$ cat src/rtl/conv_seq_pkg.sv
package conv_seq_pkg;
  parameter int CHAN_W = 2;
  parameter int CODE_W = 3;

  typedef enum logic [1:0] {
    ST_SHUT = 2'd0,
    ST_WAKE = 2'd1,
    ST_CONV = 2'd2
  } seqState_t;

  typedef struct packed {
    logic              load;
    logic [CHAN_W-1:0] chan;
  } seqStrobe_t;
endpackage

$ cat src/rtl/conv_seq_timer.sv
module conv_seq_timer #(
  parameter int TICK_CYC = 1000
) (
  input  logic                             clk,
  input  logic                             rst_n,
  input  logic [conv_seq_pkg::CODE_W-1:0]  cycleCode,
  output logic                             timerFire
);
  localparam int MAX_SHIFT = (1 << conv_seq_pkg::CODE_W) - 2;
  localparam int TMR_W     = $clog2(TICK_CYC) + MAX_SHIFT + 1;

  logic [TMR_W-1:0] tickCnt;
  logic [TMR_W-1:0] period;

  always_comb begin
    period = TMR_W'(TICK_CYC);
    if (cycleCode != '0) period = TMR_W'(TICK_CYC) << (cycleCode - 1'b1);
  end

  assign timerFire = (cycleCode != '0) && (tickCnt == period - 1'b1);

  always_ff @(posedge clk) begin
    if (!rst_n || cycleCode == '0) tickCnt <= '0;
    else if (timerFire)            tickCnt <= '0;
    else                           tickCnt <= tickCnt + 1'b1;
  end

  // a disabled timer restarts from zero and cannot fire on the next cycle
  assert_timer_off_R8: assert property (@(posedge clk) disable iff (!rst_n)
    (cycleCode == '0) |=> (tickCnt == '0 || cycleCode != '0));
endmodule

$ cat src/rtl/conv_seq_ctrl.sv
module conv_seq_ctrl #(
  parameter int WAKE_CYC = 200,
  parameter int CONV_CYC = 400
) (
  input  logic                              clk,
  input  logic                              rst_n,
  input  logic                              convStart,
  input  logic [conv_seq_pkg::CHAN_W-1:0]   chanSel,
  input  logic                              cmdWrite,
  input  logic                              cmdConvert,
  input  logic [conv_seq_pkg::CHAN_W-1:0]   cmdChan,
  input  logic                              timerFire,
  output logic                              powerEn,
  output logic                              sampleEn,
  output logic                              busy,
  output conv_seq_pkg::seqStrobe_t          strobe
);
  import conv_seq_pkg::*;

  localparam int MAX_CYC = (WAKE_CYC > CONV_CYC) ? WAKE_CYC : CONV_CYC;
  localparam int CNT_W   = $clog2(MAX_CYC + 1);

  seqState_t         state;
  logic [CNT_W-1:0]  phaseCnt;
  logic [CHAN_W-1:0] curChan;
  logic              cmdTrig, anyTrig, wakeDone, convDone;
  logic [CHAN_W-1:0] trigChan;

  assign cmdTrig  = cmdWrite && cmdConvert;
  assign anyTrig  = convStart || cmdTrig || timerFire;
  assign wakeDone = (phaseCnt == CNT_W'(WAKE_CYC - 1));
  assign convDone = (phaseCnt == CNT_W'(CONV_CYC - 1));

  always_comb begin
    if (convStart)    trigChan = chanSel;
    else if (cmdTrig) trigChan = cmdChan;
    else              trigChan = chanSel;
  end

  always_ff @(posedge clk) begin
    if (!rst_n) begin
      state    <= ST_SHUT;
      phaseCnt <= '0;
      curChan  <= '0;
    end else begin
      case (state)
        ST_SHUT: if (anyTrig) begin
          state    <= ST_WAKE;
          phaseCnt <= '0;
          curChan  <= trigChan;
        end
        ST_WAKE: if (wakeDone) begin
          state    <= ST_CONV;
          phaseCnt <= '0;
        end else phaseCnt <= phaseCnt + 1'b1;
        ST_CONV: if (convDone) begin
          state    <= ST_SHUT;
          phaseCnt <= '0;
        end else phaseCnt <= phaseCnt + 1'b1;
        default: state <= ST_SHUT;
      endcase
    end
  end

  assign busy        = (state != ST_SHUT);
  assign powerEn     = (state == ST_WAKE) || (state == ST_CONV);
  assign sampleEn    = (state == ST_WAKE);
  assign strobe.load = (state == ST_CONV) && convDone;
  assign strobe.chan = curChan;

  // every accepted trigger opens with powered tracking
  assert_wake_first_R3: assert property (@(posedge clk) disable iff (!rst_n)
    $rose(busy) |-> (sampleEn && powerEn));
  // channel of a running conversion does not move
  assert_chan_held_R9: assert property (@(posedge clk) disable iff (!rst_n)
    (busy && $past(busy)) |-> $stable(curChan));
  // phase counter stays inside the longest phase
  assert_cnt_bound_R4: assert property (@(posedge clk) disable iff (!rst_n)
    (phaseCnt < CNT_W'(MAX_CYC)));
endmodule

$ cat src/rtl/conv_seq_datapath.sv
module conv_seq_datapath #(
  parameter int DATA_W = 12
) (
  input  logic                              clk,
  input  logic                              rst_n,
  input  conv_seq_pkg::seqStrobe_t          strobe,
  input  logic [DATA_W-1:0]                 adcData,
  output logic                              resultValid,
  output logic [conv_seq_pkg::CHAN_W-1:0]   resultChan,
  output logic [DATA_W-1:0]                 resultData
);
  always_ff @(posedge clk) begin
    if (!rst_n) begin
      resultValid <= 1'b0;
      resultChan  <= '0;
      resultData  <= '0;
    end else begin
      resultValid <= strobe.load;
      if (strobe.load) begin
        resultChan <= strobe.chan;
        resultData <= adcData;
      end
    end
  end

  // the result strobe lasts a single cycle
  assert_single_strobe_R6: assert property (@(posedge clk) disable iff (!rst_n)
    resultValid |=> !resultValid);
endmodule

$ cat src/rtl/conv_seq.sv
module conv_seq #(
  parameter int CLK_MHZ  = 200,
  parameter int WAKE_NS  = 1000,
  parameter int CONV_NS  = 2000,
  parameter int TICK_CYC = 1000,
  parameter int DATA_W   = 12
) (
  input  logic                             clk,
  input  logic                             rst_n,
  input  logic                             convStart,
  input  logic [conv_seq_pkg::CHAN_W-1:0]  chanSel,
  input  logic                             cmdWrite,
  input  logic                             cmdConvert,
  input  logic [conv_seq_pkg::CHAN_W-1:0]  cmdChan,
  input  logic [conv_seq_pkg::CODE_W-1:0]  cycleCode,
  input  logic [DATA_W-1:0]                adcData,
  output logic                             powerEn,
  output logic                             sampleEn,
  output logic                             busy,
  output logic                             resultValid,
  output logic [conv_seq_pkg::CHAN_W-1:0]  resultChan,
  output logic [DATA_W-1:0]                resultData
);
  localparam int WAKE_CYC = (WAKE_NS * CLK_MHZ + 999) / 1000;
  localparam int CONV_CYC = (CONV_NS * CLK_MHZ + 999) / 1000;

  conv_seq_pkg::seqStrobe_t strobe;
  logic timerFire;

  conv_seq_timer #(.TICK_CYC(TICK_CYC)) u_timer (
    .clk(clk), .rst_n(rst_n), .cycleCode(cycleCode), .timerFire(timerFire));

  conv_seq_ctrl #(.WAKE_CYC(WAKE_CYC), .CONV_CYC(CONV_CYC)) u_ctrl (
    .clk(clk), .rst_n(rst_n), .convStart(convStart), .chanSel(chanSel),
    .cmdWrite(cmdWrite), .cmdConvert(cmdConvert), .cmdChan(cmdChan),
    .timerFire(timerFire), .powerEn(powerEn), .sampleEn(sampleEn),
    .busy(busy), .strobe(strobe));

  conv_seq_datapath #(.DATA_W(DATA_W)) u_dp (
    .clk(clk), .rst_n(rst_n), .strobe(strobe), .adcData(adcData),
    .resultValid(resultValid), .resultChan(resultChan), .resultData(resultData));

  // busy ends exactly when the result appears
  assert_busy_to_result_R5: assert property (@(posedge clk) disable iff (!rst_n)
    $fell(busy) |-> resultValid);
  // once the result is out the analog section is off
  assert_auto_off_R4: assert property (@(posedge clk) disable iff (!rst_n)
    resultValid |-> !powerEn);
endmodule

$ cat config.mk
export PLATFORM = sky130hd
export DESIGN_NAME = conv_seq
export DESIGN_NICKNAME = d
export VERILOG_FILES = /design/src/rtl/conv_seq_pkg.sv /design/src/rtl/conv_seq_timer.sv /design/src/rtl/conv_seq_ctrl.sv /design/src/rtl/conv_seq_datapath.sv /design/src/rtl/conv_seq.sv
export SDC_FILE = /design/constraint.sdc
export NUM_CORES = 1
export LEC_CHECK = 0
export BUFFER_PORTS_ARGS = -buffer_cell sky130_fd_sc_hd__buf_2
export CAP_MARGIN = 10
export CELL_PAD_IN_SITES_DETAIL_PLACEMENT = 1
export CELL_PAD_IN_SITES_GLOBAL_PLACEMENT = 2
export CORE_MARGIN = 2
export CORE_UTILIZATION = 33
export DETAILED_ROUTE_END_ITERATION = 12
export PLACE_DENSITY_LB_ADDON = 0.1
export SYNTH_ARGS = -nofsm -noshare
export SYNTH_HDL_FRONTEND = slang
export SYNTH_SLANG_ARGS = --single-unit
$ cat constraint.sdc
create_clock -name clk -period 5.2 [get_ports clk]
set_input_delay 1.04 -clock clk [delete_from_list [all_inputs] [get_ports clk]]
set_output_delay 1.04 -clock clk [all_outputs]
set_load 0.1 [all_outputs]
==> results.ini, run 1 <==
[logic_synthesis]
async_flop_share = 0
syn_nets = 355
synthCells = 317
synth_sequential_area_ratio = 0.3401
synth-edff-count = 0
synth_cell_types = 45
yosys_warnings = 0
syn_area_per_cell_um2 = 8.356
synthesis.area_mm2 = 0.002649
synth_flop_cell = dfxtp_1
yosys_register_bits = 45

[timing]
setup_violations = 0
worstMarginPinSlew_ps = 819.1
setup_tns_ps = 0
max_slew_margin = 0.4526
slew_viol_final = 0
hold_viol = 0
finClkSkew_ps = 12.40
max_freq_ghz = 0.2195
postLayoutSetupSlackWorst_ps = 643.7
rsz0062_at_grt = false
period_needed_ps = 4556
period_share = 0.8762

[cells_and_area]
antenna_cells = 0
fin_cells = 460
area_growth_pct = 14.69
layout_commonest_cell = nor2_1
drive_gt1_frac = 0.1760
nNetsFinal = 395
stdcell_area_mm2 = 0.003038
final_cell_mix = nor2_1 (47), dfxtp_1 (45), buf_2 (41)

[placement]
placedCellCount = 452
pre_cts_ws_ps = 350.9
post-dp-hpwl_mm = 4.975
routabilityCongestion = 0.7455
placedInstanceArea_mm2 = 0.002948
port_buffers = 41

[cts]
ctsHoldBuffers = 0
cts.sinks = 45
clkTransAtPathRegs_ps = 100
clock_latency_ps = 310
cts_tree = yes
cts_buffer_depth = 2
numCtsBuffers = 5
cts_resized = 0
post_cts_buffers = 0
ctsHtreeMaxLevel = 2
clockRootBuffer = clkbuf_8

[outcome]
status = complete, no violations

[route]
drt_wl_total_mm = 6.481
routed-via-count = 2311
via_per_inst = 5.024
first_iter_violations = 41
drt-wirelength-per-cell_um = 14.09
drt_pass1_iterations = 4
drc_errors = 0
drtAntennaViolNets = 0

[global_routing]
grtUsageTotal = 0.1550
grt_first_pass_wirelength_mm = 10.92
grt_pass1_vias = 2265
grt_max_degree = 21
antenna_found_initial = 0
overflow = 0

[setup_path]
cpMostUsedCell = ha_1
cp_top_family = simple AND/OR/NAND/NOR gates
crit_fanout = 10
cp_cell_sequence = buf_2, inv_1, ha_1, inv_1, ha_1, nor2b_1, nor2_1, ha_1, nand4bb_1, nor2_1, and4_1, a311oi_1, o2111ai_1, nor4_4, o22ai_4, nand2b_4, o22ai_1
cp.buffers_inverters = 3
critical_path.max_stage_delay_ps = 430
crit_type = in2reg
slowest_stage = nor4_4
critPathArrivalTime_ps = 4800
cp_data_required_time_ps = 5440
start_kind = input port
endpoint_kind = register
r2r_slack_ps = 2770

[floorplan]
initial_utilization = 0.3410
core_mm2 = 0.007767
chipHeight_um = 93.59
row_count = 32
dieArea_mm2 = 0.008759
die_x_um = 93.59
io-pin-count = 42

[power]
power_density_mw_per_mm2 = 321.1
p_leak_nw = 1.316
ir_drop_uv = 187.6

[worst_hold_path]
hp-class = reg2reg

[flow_run]
cap_violations = 0

==> per-layer routing <==
metal	GRT usage	wire (µm)	vias up	share of wire
met4	0.02899	47	0	0.0073
met1	0.2267	3391	1087	0.52
met2	0.2374	2754	42	0.42
met3	0.03143	287	6	0.044
li1	-	-	1176	-
met5	0	0	-	0
==> power by group <==
part	switching [W]	internal, W
combinational	0.000270	0.000114
clock	0.000128	0.0000955
sequential	0.0000106	0.000358
==> synth_stat cells, types with 2 or more instances <==
| cell type | number | area share |
|---|---|---|
| nor2_1 | 47 | 0.067 |
| dfxtp_1 | 45 | 0.34 |
| nand2_1 | 27 | 0.038 |
| mux2i_1 | 20 | 0.076 |
| inv_1 | 16 | 0.023 |
| xnor2_1 | 16 | 0.053 |
| ha_1 | 14 | 0.066 |
| a21oi_1 | 12 | 0.023 |
| nand3_1 | 12 | 0.023 |
| xor2_1 | 11 | 0.036 |
| or3_1 | 10 | 0.024 |
| nor2b_1 | 7 | 0.017 |
| nor3_1 | 7 | 0.013 |
| o22ai_1 | 7 | 0.017 |
| clkbuf_1 | 6 | 0.0085 |
| and3_1 | 5 | 0.012 |
| and2_1 | 4 | 0.0094 |
| a31oi_1 | 3 | 0.0071 |
| buf_2 | 3 | 0.0057 |
| nand3b_1 | 3 | 0.0085 |
| nand4_1 | 3 | 0.0071 |
| nor4_1 | 3 | 0.0071 |
| o2111ai_1 | 3 | 0.0099 |
| o211ai_1 | 3 | 0.0085 |
| o31ai_1 | 3 | 0.0085 |
| or2_2 | 3 | 0.0071 |
| a21oi_2 | 2 | 0.0066 |
| a311oi_1 | 2 | 0.0066 |
| and4_1 | 2 | 0.0066 |
| nand2b_1 | 2 | 0.0047 |
| o21ai_0 | 2 | 0.0038 |
==> stage by stage <==
stage	power (W)	util	hold WS, ps
2_1_floorplan	0.0006948	-	426.0
3_3_place_gp	0.0007632	0.3795	443.1
3_5_place_dp	0.0007646	0.3795	454.3
4_1_cts	0.0009950	0.3911	478.4
5_1_grt	0.001043	0.3911	507.3
6_report	0.0009755	0.3911	472.9
==> area by class of cell <==
cell class              instances  area (µm²)
multi-input cells             245        1632
well taps                     102       127.6
clock buffers                   5       68.82
clock inverters                 3       21.27
inverters                      16       60.06
repair buffers                 44       227.7
fillers                       957        4730
flip-flops and latches         45       900.9
==> worst register-to-register path, cell delays in order, from the launching register on <==
cell	delay (ps)
dfxtp_1	380
ha_1	300
nand4_1	150
nor3_1	140
and3_1	170
o2111ai_1	170
nor4_4	430
o22ai_4	220
nand2b_4	230
o22ai_1	170
==> path summary, 6_finish.rpt <==
| check | from | endpoint | cells after the start |
|---|---|---|---|
| worst max-delay path | cycleCode[0] | u_ctrl.phaseCnt[8] | 17 |
| worst min-delay path | u_timer.tickCnt[0] | u_timer.tickCnt[0] | 1 |
| worst max register to register | u_timer.tickCnt[0] | u_ctrl.phaseCnt[8] | 9 |
| worst min register to register | u_timer.tickCnt[0] | u_timer.tickCnt[0] | 1 |
==> kinds of logic after synthesis <==
logic type      Yosys count  share of synthesized area
compound gates           45                     0.1200
xor+xnor                 27                    0.08927
fa+ha+maj                14                    0.06613
buf+inv                  27                    0.04393
flops                    45                     0.3401
mux                      20                    0.07558
simple gates            139                     0.2650
==> state kept, by name (all words and copies together) (netlist names) <==
| name | flops |
|---|---|
| u_ctrl.curChan | 2 |
| u_dp.resultData | 12 |
| u_ctrl.state | 2 |
| u_dp.resultChan | 2 |
| u_ctrl.phaseCnt | 9 |
| u_dp.resultValid | 1 |
| u_timer.tickCnt | 17 |
Power figures use the tool's default switching activity.
==> run 2: changes to the inputs <==
- CORE_UTILIZATION: 33 -> 30
- CTS_CLUSTER_SIZE: not set -> 30
- SLEW_MARGIN: not set -> 5
==> run 2 against run 1 <==
  * Non-clock buffer count rose by 2
  * Clock-buffer cell count rose by 1
  * Cell count rose by 1.7%
  * Die area rose by 9.6%
  * Sequential power barely moved
  * Utilization fell by 3.7 points
  * Combinational power rose by 2%
  * Worst setup slack improved by 100 ps
  * Maximum frequency rose by 2.3%
  * Register-to-register slack barely moved
  * Global-route usage fell by 1.5 points
  * Cell area rose by 0.66%
==> results.ini, run 2 (synthesized netlist as in run 1, its figures left out) <==
[timing]
rsz0062_at_grt = false
worstMarginPinSlew_ps = 848.1  ; +29.02 ps
setup_tns_ps = 0  ; unchanged
postLayoutSetupSlackWorst_ps = 746.0  ; +102.3 ps
max_freq_ghz = 0.2245  ; +2.3%
finClkSkew_ps = 11.41  ; -0.9847 ps
hold_viol = 0  ; unchanged
period_share = 0.8565  ; -0.01968
holdWs_ps = 467.8  ; -5.070 ps
max_slew_margin = 0.4332  ; -0.01939
setup_violations = 0  ; unchanged
period_needed_ps = 4454  ; -102.3 ps
slew_viol_final = 0  ; unchanged

[route]
first_iter_violations = 42  ; +2.4%
via_per_inst = 4.904  ; -2.4%
drtAntennaViolNets = 0  ; unchanged
drc_errors = 0  ; unchanged
routed-via-count = 2295  ; -0.69%
drt_pass1_iterations = 4  ; unchanged
drt-wirelength-per-cell_um = 13.96  ; -0.95%
drt_wl_total_mm = 6.531  ; +0.77%

[floorplan]
chipHeight_um = 97.97  ; +4.7%
initial_utilization = 0.3067  ; -0.03429
io-pin-count = 42  ; unchanged
die_x_um = 97.97  ; +4.7%
core_mm2 = 0.008636  ; +11%
row_count = 34  ; +6.3%
dieArea_mm2 = 0.009597  ; +9.6%

[cells_and_area]
fin_cells = 468  ; +1.7%
final_cell_mix = nor2_1 (47), dfxtp_1 (45), buf_2 (41)
utilization = 0.3541  ; -0.03701
multiInputGateArea_mm2 = 0.001632  ; unchanged
top_register = u_timer.tickCnt
top_regs = u_timer.tickCnt (17), u_dp.resultData (12), u_ctrl.phaseCnt (9)
area_growth_pct = 15.45
fill_cells = 1083  ; +13%
drive_gt1_frac = 0.1778  ; +0.001800
layout_commonest_cell = nor2_1
nNetsFinal = 397  ; +0.51%
largest_reg_flops = 17  ; unchanged
seqCellArea_um2 = 900.9  ; unchanged
antenna_cells = 0  ; unchanged

[cts]
post_cts_buffers = 0  ; unchanged
ctsHtreeMaxLevel = 2  ; unchanged
cts.sinks = 45  ; unchanged
clkTransAtPathRegs_ps = 90  ; about the same
ctsHoldBuffers = 0  ; unchanged
clock_latency_ps = 290  ; -20 ps
cts_resized = 0  ; unchanged
numCtsBuffers = 5  ; unchanged
cts_buffer_depth = 2  ; unchanged
clockRootBuffer = clkbuf_8
cts_tree = yes

[placement]
routabilityCongestion = 0.7897  ; +5.9%
port_buffers = 41  ; unchanged
post-dp-hpwl_mm = 4.963  ; -0.24%
pre_cts_ws_ps = 471.1  ; +120.2 ps
placedCellCount = 460  ; +1.8%

[setup_path]
cp-endpoint = u_ctrl.phaseCnt[8]
critPathArrivalTime_ps = 4680  ; -120 ps
worstReg2RegStart = u_timer.tickCnt[15]
cp_data_required_time_ps = 5420  ; -20 ps
rr_endpoint = u_ctrl.phaseCnt[8]
crit_type = in2reg
crit_fanout = 10  ; unchanged
start_kind = input port
crit_start = cycleCode[0]
endpoint_kind = register
reg2regPathDepth = 9  ; unchanged
r2r_slack_ps = 2770  ; about the same

[power]
power_density_mw_per_mm2 = 319.1  ; -0.64%
power_switching_w = 0.0004082  ; about the same
pwr-share-comb = 0.400  ; +0.007
p_seq_frac = 0.378  ; about the same
clockPowerShare = 0.223  ; -0.006
p_sw_frac = 0.4184  ; about the same
p_int_w = 0.0005674  ; about the same
ir_drop_uv = 114.3  ; -39%
p_leak_nw = 1.319  ; +0.23%

[flow_run]
cap_violations = 0  ; unchanged

[outcome]
status = complete, no violations

[global_routing]
grt_first_pass_wirelength_mm = 11.05  ; +1.3%
grt_max_degree = 30  ; +43%
grtUsageTotal = 0.1400  ; -0.01499
overflow = 0  ; unchanged
antenna_found_initial = 0  ; unchanged
grt_pass1_vias = 2240  ; -1.1%

[worst_hold_path]
hp-class = reg2reg
whs_path_depth = 1  ; unchanged

## run 2: worst min path at each step
stage	to	start
3_5_place_dp	u_timer.tickCnt[0]	u_timer.tickCnt[0]
5_1_grt	u_timer.tickCnt[0]	u_timer.tickCnt[0]
2_1_floorplan	u_timer.tickCnt[0]	u_timer.tickCnt[0]
3_3_place_gp	u_timer.tickCnt[0]	u_timer.tickCnt[0]
6_report	u_timer.tickCnt[0]	u_timer.tickCnt[0]
4_1_cts	u_timer.tickCnt[0]	u_timer.tickCnt[0]
## run 2: per-stage QoR
step / area (µm²) / total power (W)
floorplan: 2649 / 0.0006948
global placement: 2970 / 0.0007711
detailed placement: 2970 / 0.0007706
global route: 3058 / 0.001044
finish: 3058 / 0.0009756
CTS: 3058 / 0.0009961
## run 2: layout make-up
cell class,count,share of cell area
timing repair buffer,46,0.07938
tap,108,0.04419
multi-input combinational,245,0.5336
inverter,16,0.01964
clock inverter,2,0.004910
sequential,45,0.2946
clock buffer,6,0.02373
## run 2: power by group through the flow
stage               clock network, W  logic (W)  registers, W
floorplan                          0   0.000322      0.000373
global placement                   0   0.000395      0.000376
detailed placement                 0   0.000394      0.000376
CTS                         0.000231   0.000396      0.000369
global route                0.000243   0.000430      0.000371
finish                      0.000217   0.000390      0.000368
## run 2: metal layers
metal / track usage / part of all wire
met4: 0.03205 / 0.0058
met5: 0 / 0
met2: 0.2197 / 0.45
met3: 0.02577 / 0.034
met1: 0.2000 / 0.51
## run 2: worst max-delay path, cell delays in order
cell       delay, ps
buf_2            150
inv_1            150
ha_1             290
inv_1             90
ha_1             320
nor2b_1          260
nor2_1           110
ha_1             280
nand4bb_1        150
nor2_1            70
and4_1           200
a311oi_1         270
o2111ai_1        220
nor4_4           440
o22ai_4          220
nand2b_4         230
o22ai_1          170
